<file path="config.mk">
export PLATFORM = sky130hd
export DESIGN_NAME = cfg_window_port
export DESIGN_NICKNAME = d
export VERILOG_FILES = /design/src/rtl/cfgw_pkg.sv /design/src/rtl/cfgw_ptr_reg.sv /design/src/rtl/cfgw_key_detect.sv /design/src/rtl/cfgw_reg_bank.sv /design/src/rtl/cfg_window_port.sv
export SDC_FILE = /design/constraint.sdc
export NUM_CORES = 1
export LEC_CHECK = 0
export BUFFER_PORTS_ARGS = -buffer_cell sky130_fd_sc_hd__clkbuf_2
export CAP_MARGIN = 20
export CORE_UTILIZATION = 40
export CTS_BUF_LIST = sky130_fd_sc_hd__clkbuf_4
export CTS_CLUSTER_SIZE = 40
export DETAILED_ROUTE_END_ITERATION = 12
export PLACE_DENSITY = 0.64
export SYNTH_ARGS = -nofsm -noshare
export SYNTH_HDL_FRONTEND = slang
export SYNTH_SLANG_ARGS = --single-unit
</file>
<file path="constraint.sdc">
create_clock -name clk -period 2.1 [get_ports clk]
set_input_delay 0.21 -clock clk [delete_from_list [all_inputs] [get_ports clk]]
set_output_delay 0.21 -clock clk [all_outputs]
set_load 0.02 [all_outputs]
</file>
<file path="src/rtl/cfgw_pkg.sv">
package cfgw_pkg;

   // State of the two-byte unlock sequence
   typedef enum logic {
      KEY_IDLE  = 1'b0,
      KEY_ARMED = 1'b1
   } key_state_e;

   // Port select encoding on the byte bus
   localparam logic SEL_PTR = 1'b0;
   localparam logic SEL_WIN = 1'b1;

   // Number of bank registers that have a named output
   localparam int NAMED_REGS = 5;

endpackage

</file>
<file path="src/rtl/cfgw_ptr_reg.sv">
module cfgw_ptr_reg #(
   parameter int DATA_W = 8
) (
   input  logic              clk,
   input  logic              rst_n,
   input  logic              soft_clr,
   input  logic              ptr_wr,
   input  logic [DATA_W-1:0] wdata,
   output logic [DATA_W-1:0] ptr_q
);

   always_ff @(posedge clk or negedge rst_n) begin
      if (!rst_n)
         ptr_q <= '0;
      else if (soft_clr)
         ptr_q <= '0;
      else if (ptr_wr)
         ptr_q <= wdata;
   end

endmodule

</file>
<file path="src/rtl/cfgw_key_detect.sv">
module cfgw_key_detect
   import cfgw_pkg::*;
#(
   parameter int                DATA_W     = 8,
   parameter logic [DATA_W-1:0] RST_IDX    = 8'h0F,
   parameter logic [DATA_W-1:0] KEY_FIRST  = 8'hA5,
   parameter logic [DATA_W-1:0] KEY_SECOND = 8'h5A
) (
   input  logic              clk,
   input  logic              rst_n,
   input  logic              win_wr,
   input  logic              ptr_wr,
   input  logic [DATA_W-1:0] ptr_q,
   input  logic [DATA_W-1:0] wdata,
   output logic              soft_rst_q
);

   key_state_e state_q, state_d;
   logic       at_key_idx;
   logic       fire;

   assign at_key_idx = win_wr && (ptr_q == RST_IDX);
   assign fire       = at_key_idx && (state_q == KEY_ARMED) &&
                       (wdata == KEY_SECOND) && !soft_rst_q;

   always_comb begin
      state_d = state_q;
      if (soft_rst_q || ptr_wr) begin
         state_d = KEY_IDLE;
      end else if (at_key_idx) begin
         if ((state_q == KEY_IDLE) && (wdata == KEY_FIRST))
            state_d = KEY_ARMED;
         else
            state_d = KEY_IDLE;
      end
   end

   always_ff @(posedge clk or negedge rst_n) begin
      if (!rst_n) begin
         state_q    <= KEY_IDLE;
         soft_rst_q <= 1'b0;
      end else begin
         state_q    <= state_d;
         soft_rst_q <= fire;
      end
   end

endmodule

</file>
<file path="src/rtl/cfgw_reg_bank.sv">
module cfgw_reg_bank #(
   parameter int                          DATA_W   = 8,
   parameter int                          NUM_REGS = 5,
   parameter logic [NUM_REGS*DATA_W-1:0]  DEFAULTS = '0
) (
   input  logic                       clk,
   input  logic                       rst_n,
   input  logic                       soft_clr,
   input  logic                       win_wr,
   input  logic [DATA_W-1:0]          ptr_q,
   input  logic [DATA_W-1:0]          wdata,
   output logic [NUM_REGS*DATA_W-1:0] regs_flat
);

   for (genvar gi = 0; gi < NUM_REGS; gi++) begin : g_reg
      localparam logic [DATA_W-1:0] MY_IDX = DATA_W'(gi);
      localparam logic [DATA_W-1:0] MY_DEF = DEFAULTS[gi*DATA_W +: DATA_W];
      logic sel_me;
      assign sel_me = win_wr && (ptr_q == MY_IDX);

      always_ff @(posedge clk or negedge rst_n) begin
         if (!rst_n)
            regs_flat[gi*DATA_W +: DATA_W] <= MY_DEF;
         else if (soft_clr)
            regs_flat[gi*DATA_W +: DATA_W] <= MY_DEF;
         else if (sel_me)
            regs_flat[gi*DATA_W +: DATA_W] <= wdata;
      end
   end

endmodule

</file>
<file path="src/rtl/cfg_window_port.sv">
module cfg_window_port
   import cfgw_pkg::*;
#(
   parameter int                 DATA_W     = 8,
   parameter int                 NUM_REGS   = 5,
   parameter logic [DATA_W-1:0]  RST_IDX    = 8'h0F,
   parameter logic [DATA_W-1:0]  KEY_FIRST  = 8'hA5,
   parameter logic [DATA_W-1:0]  KEY_SECOND = 8'h5A,
   parameter logic [NUM_REGS*DATA_W-1:0] DEFAULTS =
      {8'h86, 8'h9D, 8'h00, 8'hFF, 8'h00}
) (
   input  logic              clk,
   input  logic              rst_n,
   input  logic              bus_sel,
   input  logic              bus_wr,
   input  logic [DATA_W-1:0] bus_wdata,
   output logic [DATA_W-1:0] bus_rdata,
   output logic [DATA_W-1:0] own_addr_o,
   output logic [DATA_W-1:0] timeout_o,
   output logic [DATA_W-1:0] mode_o,
   output logic [DATA_W-1:0] scl_lo_o,
   output logic [DATA_W-1:0] scl_hi_o,
   output logic              soft_rst_o
);

   localparam logic [DATA_W-1:0] BANK_TOP = DATA_W'(NUM_REGS);

   // Elaboration-time parameter checks
   if (NUM_REGS < NAMED_REGS) begin : g_bad_depth
      $error("cfg_window_port: NUM_REGS must be at least %0d", NAMED_REGS);
   end
   if (DATA_W < 4) begin : g_bad_width
      $error("cfg_window_port: DATA_W too narrow");
   end
   if (RST_IDX < BANK_TOP) begin : g_bad_idx
      $error("cfg_window_port: RST_IDX overlaps the register bank");
   end
   if (KEY_FIRST == KEY_SECOND) begin : g_bad_key
      $error("cfg_window_port: key bytes must differ");
   end

   logic                       win_wr;
   logic                       ptr_wr;
   logic [DATA_W-1:0]          ptr_q;
   logic [NUM_REGS*DATA_W-1:0] regs_flat;
   logic                       soft_clr;

   assign win_wr   = bus_wr && (bus_sel == SEL_WIN);
   assign ptr_wr   = bus_wr && (bus_sel == SEL_PTR);
   assign soft_clr = soft_rst_o;

   cfgw_ptr_reg #(
      .DATA_W (DATA_W)
   ) u_ptr (
      .clk      (clk),
      .rst_n    (rst_n),
      .soft_clr (soft_clr),
      .ptr_wr   (ptr_wr),
      .wdata    (bus_wdata),
      .ptr_q    (ptr_q)
   );

   cfgw_key_detect #(
      .DATA_W     (DATA_W),
      .RST_IDX    (RST_IDX),
      .KEY_FIRST  (KEY_FIRST),
      .KEY_SECOND (KEY_SECOND)
   ) u_key (
      .clk        (clk),
      .rst_n      (rst_n),
      .win_wr     (win_wr),
      .ptr_wr     (ptr_wr),
      .ptr_q      (ptr_q),
      .wdata      (bus_wdata),
      .soft_rst_q (soft_rst_o)
   );

   cfgw_reg_bank #(
      .DATA_W   (DATA_W),
      .NUM_REGS (NUM_REGS),
      .DEFAULTS (DEFAULTS)
   ) u_bank (
      .clk       (clk),
      .rst_n     (rst_n),
      .soft_clr  (soft_clr),
      .win_wr    (win_wr),
      .ptr_q     (ptr_q),
      .wdata     (bus_wdata),
      .regs_flat (regs_flat)
   );

   // Named outputs
   assign own_addr_o = regs_flat[0*DATA_W +: DATA_W];
   assign timeout_o  = regs_flat[1*DATA_W +: DATA_W];
   assign mode_o     = regs_flat[2*DATA_W +: DATA_W];
   assign scl_lo_o   = regs_flat[3*DATA_W +: DATA_W];
   assign scl_hi_o   = regs_flat[4*DATA_W +: DATA_W];

   // Read path: pointer, or the selected bank entry (zero outside the bank)
   always_comb begin
      bus_rdata = '0;
      if (bus_sel == SEL_PTR) begin
         bus_rdata = ptr_q;
      end else begin
         for (int i = 0; i < NUM_REGS; i++) begin
            if (ptr_q == DATA_W'(i))
               bus_rdata = regs_flat[i*DATA_W +: DATA_W];
         end
      end
   end

endmodule

</file>
# ---- Word-level counts from Yosys, hierarchy flattened
# Index checks and enable logic that the tools add are counted.
dict set report op_classes {
  reduce_logical 22
  bitwise_logic 2
  eq_ne 7
  n_mux 21
}
# cell count
set ops {}
lappend ops {{8-bit 2-to-1 mux} 18}
lappend ops {{8-bit by 2-bit equality test with 1-bit output (second input constant)} 2}
lappend ops {{2-bit nonzero test} 7}
lappend ops {{1-bit logical AND} 12}
lappend ops {{8-bit by 1-bit equality test with 1-bit output (second input constant)} 1}
lappend ops {{8-bit by 3-bit equality test with 1-bit output (second input constant)} 1}
lappend ops {{8-bit by 4-bit equality test with 1-bit output (second input constant)} 1}
lappend ops {{8-bit by 7-bit equality test with 1-bit output (second input constant)} 1}
lappend ops {{8-bit equality test (second input constant)} 1}
lappend ops {{8-bit logical NOT} 1}
lappend ops {{1-bit 2-to-1 mux} 3}
lappend ops {{1-bit inverter} 2}
lappend ops {{1-bit logical NOT} 1}
lappend ops {{1-bit logical OR} 1}
dict set report totals {
  inputBits 12
  reg_bits 50
  elab_cells 60
}

# ---- Logic depth before layout (Yosys ltp)
dict set report logic_depth {
  depth_word 7
  mapped_depth 5
  mapped_depth_nobuf 3
}

# ---- By module
# A second synthesis with hierarchy kept.
dict set report unflattened {
  cells_unflattened 264
  hier_area_um2 2851.5
}
# module area_per_inst_um2 n_inst cells_each
set modules_own_cells {}
lappend modules_own_cells {cfgw_reg_bank 1840.5 1 153}
lappend modules_own_cells {cfg_window_port 520.5 1 70}
lappend modules_own_cells {cfgw_ptr_reg 325.3 1 26}
lappend modules_own_cells {cfgw_key_detect 165.2 1 15}

# ---- Least setup slack after synthesis
# Ideal clock, no wire load.
dict set report synth_path {
  path_kind {register -> output}
  from {register u_ptr.ptr_q[4]}
  to {output bus_rdata[0]}
  arrival_ns 1.774
  path_stages_with_launch 4
  path_slack_ns 0.116
  t_required_ns 1.890
  cell_sequence {dfrtp_1 > nor4b_4 > nand2_1 > o32ai_1}
}
dict set report synth_between {
  elab_chain_len 7
}
# element line
set synth_rtl {}
lappend synth_rtl {{start, declared} cfgw_ptr_reg.sv:9} ;# output logic [DATA_W-1:0] ptr_q
lappend synth_rtl {{start signal, assigned} cfgw_ptr_reg.sv:18} ;# ptr_q <= wdata;
lappend synth_rtl {{8-bit logical NOT} cfg_window_port.sv:106} ;# if (ptr_q == DATA_W'(i))
lappend synth_rtl {{8-bit 2-to-1 mux (4 in a row)} cfg_window_port.sv:106}
lappend synth_rtl {{8-bit 2-to-1 mux *} cfg_window_port.sv:106}
lappend synth_rtl {{8-bit 2-to-1 mux *} cfg_window_port.sv:102} ;# if (bus_sel == SEL_PTR) begin
lappend synth_rtl {{end, declared} cfg_window_port.sv:17} ;# output logic [DATA_W-1:0] bus_rdata,
# Mark *: on every way between the ends. The rest lies on a longest branch, timed or not.

# ---- Final worst setup path
dict set report layout_path {
  from {register u_ptr.ptr_q[0]}
  to {output bus_rdata[2]}
}
# Same word-level chain as after synthesis.

==> impl_metrics.tcl <==
set metrics [dict create \
    critical_path_class "reg2out" \
    synth_top_family_by_area "simple AND/OR/NAND/NOR gates" \
    crit_fanout 11 \
    syn_nets 288 \
    synthAdderAreaFrac_pct 0 \
    drc 0 \
    reg2regPathDepth 5 \
    synth_seq_area_share_pct 44.8 \
    routabilityCongestion 0.847 \
    fmax_mhz 474 \
    grt_max_degree 40 \
    tritoncts "done" \
    intPower_mw 1.87 \
    period_share_pct 100 \
    antenna_found_initial 0 \
    place_area_sq_mm 0.00331 \
    grt_pass1_wl_um 12800 \
    yosysUniqueCellTypes 36 \
    multi_input_area_sq_mm 0.00176 \
    n_fill_cell 597 \
    start_kind "flip-flop" \
    die_width_um 86.2 \
    die_height_um 86.2 \
    nets 366 \
    tightestPinTransition_ps 567 \
    core-area_sq_mm 0.00683 \
    synth_edf_count 0 \
    comb_power_share_pct 40.9 \
    cts.htree.levels 2 \
    drt-initial-drc-count 193 \
    min_path_cells 3 \
    clkLatencyLatePin_ps 380 \
    synth_area_per_cell_sq_um 10.3 \
    maxCapViolCount 0 \
    grt_pass1_vias 2296 \
    finClkSkew_ps 16.7 \
    p_sw_mw 1.18 \
    synthMuxAreaShare_pct 18.0 \
    drt-wirelength-per-cell_um 18.2 \
    p_sw_share_pct 38.6 \
    cts_buffers 5 \
    initial_utilization_pct 41.5 \
    drive_gt1_share_pct 48.5 \
    violations "setup timing" \
    finalWorstSetupSlack_ps -9.07 \
    core.rowCount 30 \
    synth_xor_area_share_pct 0 \
    ff_latch_area_sq_mm 0.00128 \
    ys_ff_latch 50 \
    synth-async-reset-ratio_pct 100 \
    crit_chain "buf_12, mux2_2, a221oi_2, o32ai_2, buf_4" \
    hpwl_um 5580 \
    cts.sinks 50 \
    design_area_sq_mm 0.00388 \
    n_antenna_cell 0 \
    synth_area_sq_mm 0.00284 \
    critPathSlowestCell "dfrtp_2" \
    ys.flop_type "dfrtp_1" \
    path_clk_slew_ps 140 \
    ys.warnings.count 0 \
    drtPass1Iterations 4 \
    cts-root-buf "clkbuf_4" \
    dieArea_sq_mm 0.00743 \
    syn_to_final_growth_pct 37.0 \
    pin_count 61 \
    ir_drop_mv 0.441 \
    min_path_type "in2reg" \
    pwr_density_cell_mw_per_mm2 785 \
    viasPerCell 5.40 \
    setup_violations 2 \
    vias 2434 \
    cp.arrival_ps 1900 \
    cp-end-kind "primary output" \
    p_seq_share_pct 44.5 \
    layout_common_cells "clkbuf_2 (52), mux2i_1 (41), nand2b_1 (33), dfrtp_1 (30), nor2_1 (29)" \
    tns_ps -11.3 \
    required_ps 1890 \
    outcome "finished with violations" \
    synth_compound_area_share_pct 6.49 \
    gr-usage-all-layers_pct 22.9 \
    pwr-share-clk_pct 14.7 \
    drv_slew 0 \
    overflow 0 \
    ant_nets 0 \
    finalWirelength_um 8220 \
    relSlewSlack_pct 62.1 \
    final_common_cell "clkbuf_2" \
    syn_inst 276 \
    hold_viol 0 \
    port_buffers 60 \
    cts_buffer_depth 2 \
    leakage_nw 1.87 \
    min_period_ps 2110 \
    max_stage_delay_ps 440 \
    rsz0062_at_grt "yes" \
    synth-simple-area-share_pct 26.6 \
]
cell usage after synthesis, types with 3 or more instances:
cell	n	area share, %
a21oi_1	9	1.6
a221oi_1	7	2.2
and4_1	3	0.93
clkbuf_1	15	2.0
dfrtp_1	34	30
dfstp_2	16	15
inv_1	7	0.93
mux2_2	9	3.6
mux2i_1	41	14
nand2_1	18	2.4
nand2b_1	33	7.3
nor2_1	32	4.2
nor2b_1	4	0.88
nor4bb_1	10	3.5
o32ai_1	7	2.2
or2_2	7	1.5
critical path, delay by kind of cell (launching register included):
family / cells / cell delay, ps
flip-flops: 1 / 440
multiplexers: 1 / 350
buffers and inverters: 2 / 320
AO/OA/AOI/OAI: 2 / 420
registers in the layout, summed over array words and instances, names as in the netlist:
| name | count |
|---|---|
| u_bank.regs_flat | 40 |
| u_key.soft_rst_q | 1 |
| u_key.state_q | 1 |
| u_ptr.ptr_q | 8 |
routing by layer:
layer  GRT usage, %  wire, um  vias to the layer above
met5              0         0                        -
met4           7.88       148                        0
met3           4.00       361                       12
met2           35.2      3960                       79
met1           32.6      3760                     1214
li1               -         -                     1129
area by class of cell:
type | instances | share of cell area [%]
Tap cell | 96 | 3.09
Timing Repair Buffer | 92 | 16.7
Inverter | 7 | 0.676
Sequential cell | 50 | 32.9
Clock inverter | 3 | 0.419
Clock buffer | 5 | 0.966
Multi-Input combinational cell | 198 | 45.3
kinds of logic after synthesis:
logic type | count (synthesis)
AOI/OAI and AO/OA | 25
buffers and inverters | 28
DFF | 50
muxes | 50
and+or+nand+nor | 123
stage by stage:
stage / cells / hold WS (ps) / util, % / setup slack [ps] / power [mW]
final: 451 / 99.5 / 56.9 / -9.07 / 3.05
after global routing: 451 / 81.6 / 56.9 / -93.6 / 3.21
after floorplan: 276 / -85.6 / - / 116 / 1.92
after global placement: 427 / 213 / 48.5 / 214 / 2.29
after detailed placement: 427 / 221 / 48.5 / 183 / 2.30
after CTS: 445 / 73.4 / 52.9 / -41.4 / 2.87
final timing paths:
check | start | end | slack (ps)
min reg2reg | u_bank.regs_flat[33] | u_bank.regs_flat[33] | 540
min in group asynchronous | rst_n | u_bank.regs_flat[6] | 330
max | u_ptr.ptr_q[0] | bus_rdata[2] | -9
min | bus_wdata[1] | u_ptr.ptr_q[1] | 100
max reg2reg | u_ptr.ptr_q[2] | u_bank.regs_flat[26] | 150
max in group asynchronous | rst_n | u_bank.regs_flat[26] | 1120
repair_timing:
action                     in CTS  in global routing
buffers inserted                9                  5
setup endpoints to repair       8                  8
pin swaps                       3                 13
gates resized for setup        31                 50
cloned                          0                  1
hold endpoints to repair       16                  0
hold buffers                    1                  0
power by group through the flow:
stage	clock [mW]	sequential [mW]	combinational (mW)
finish	0.447	1.36	1.25
floorplan	0	1.50	0.425
global placement	0	1.37	0.916
global route	0.495	1.38	1.33
CTS	0.461	1.34	1.07
detailed placement	0	1.37	0.930
No activity file was read; power rests on OpenSTA's default activity.
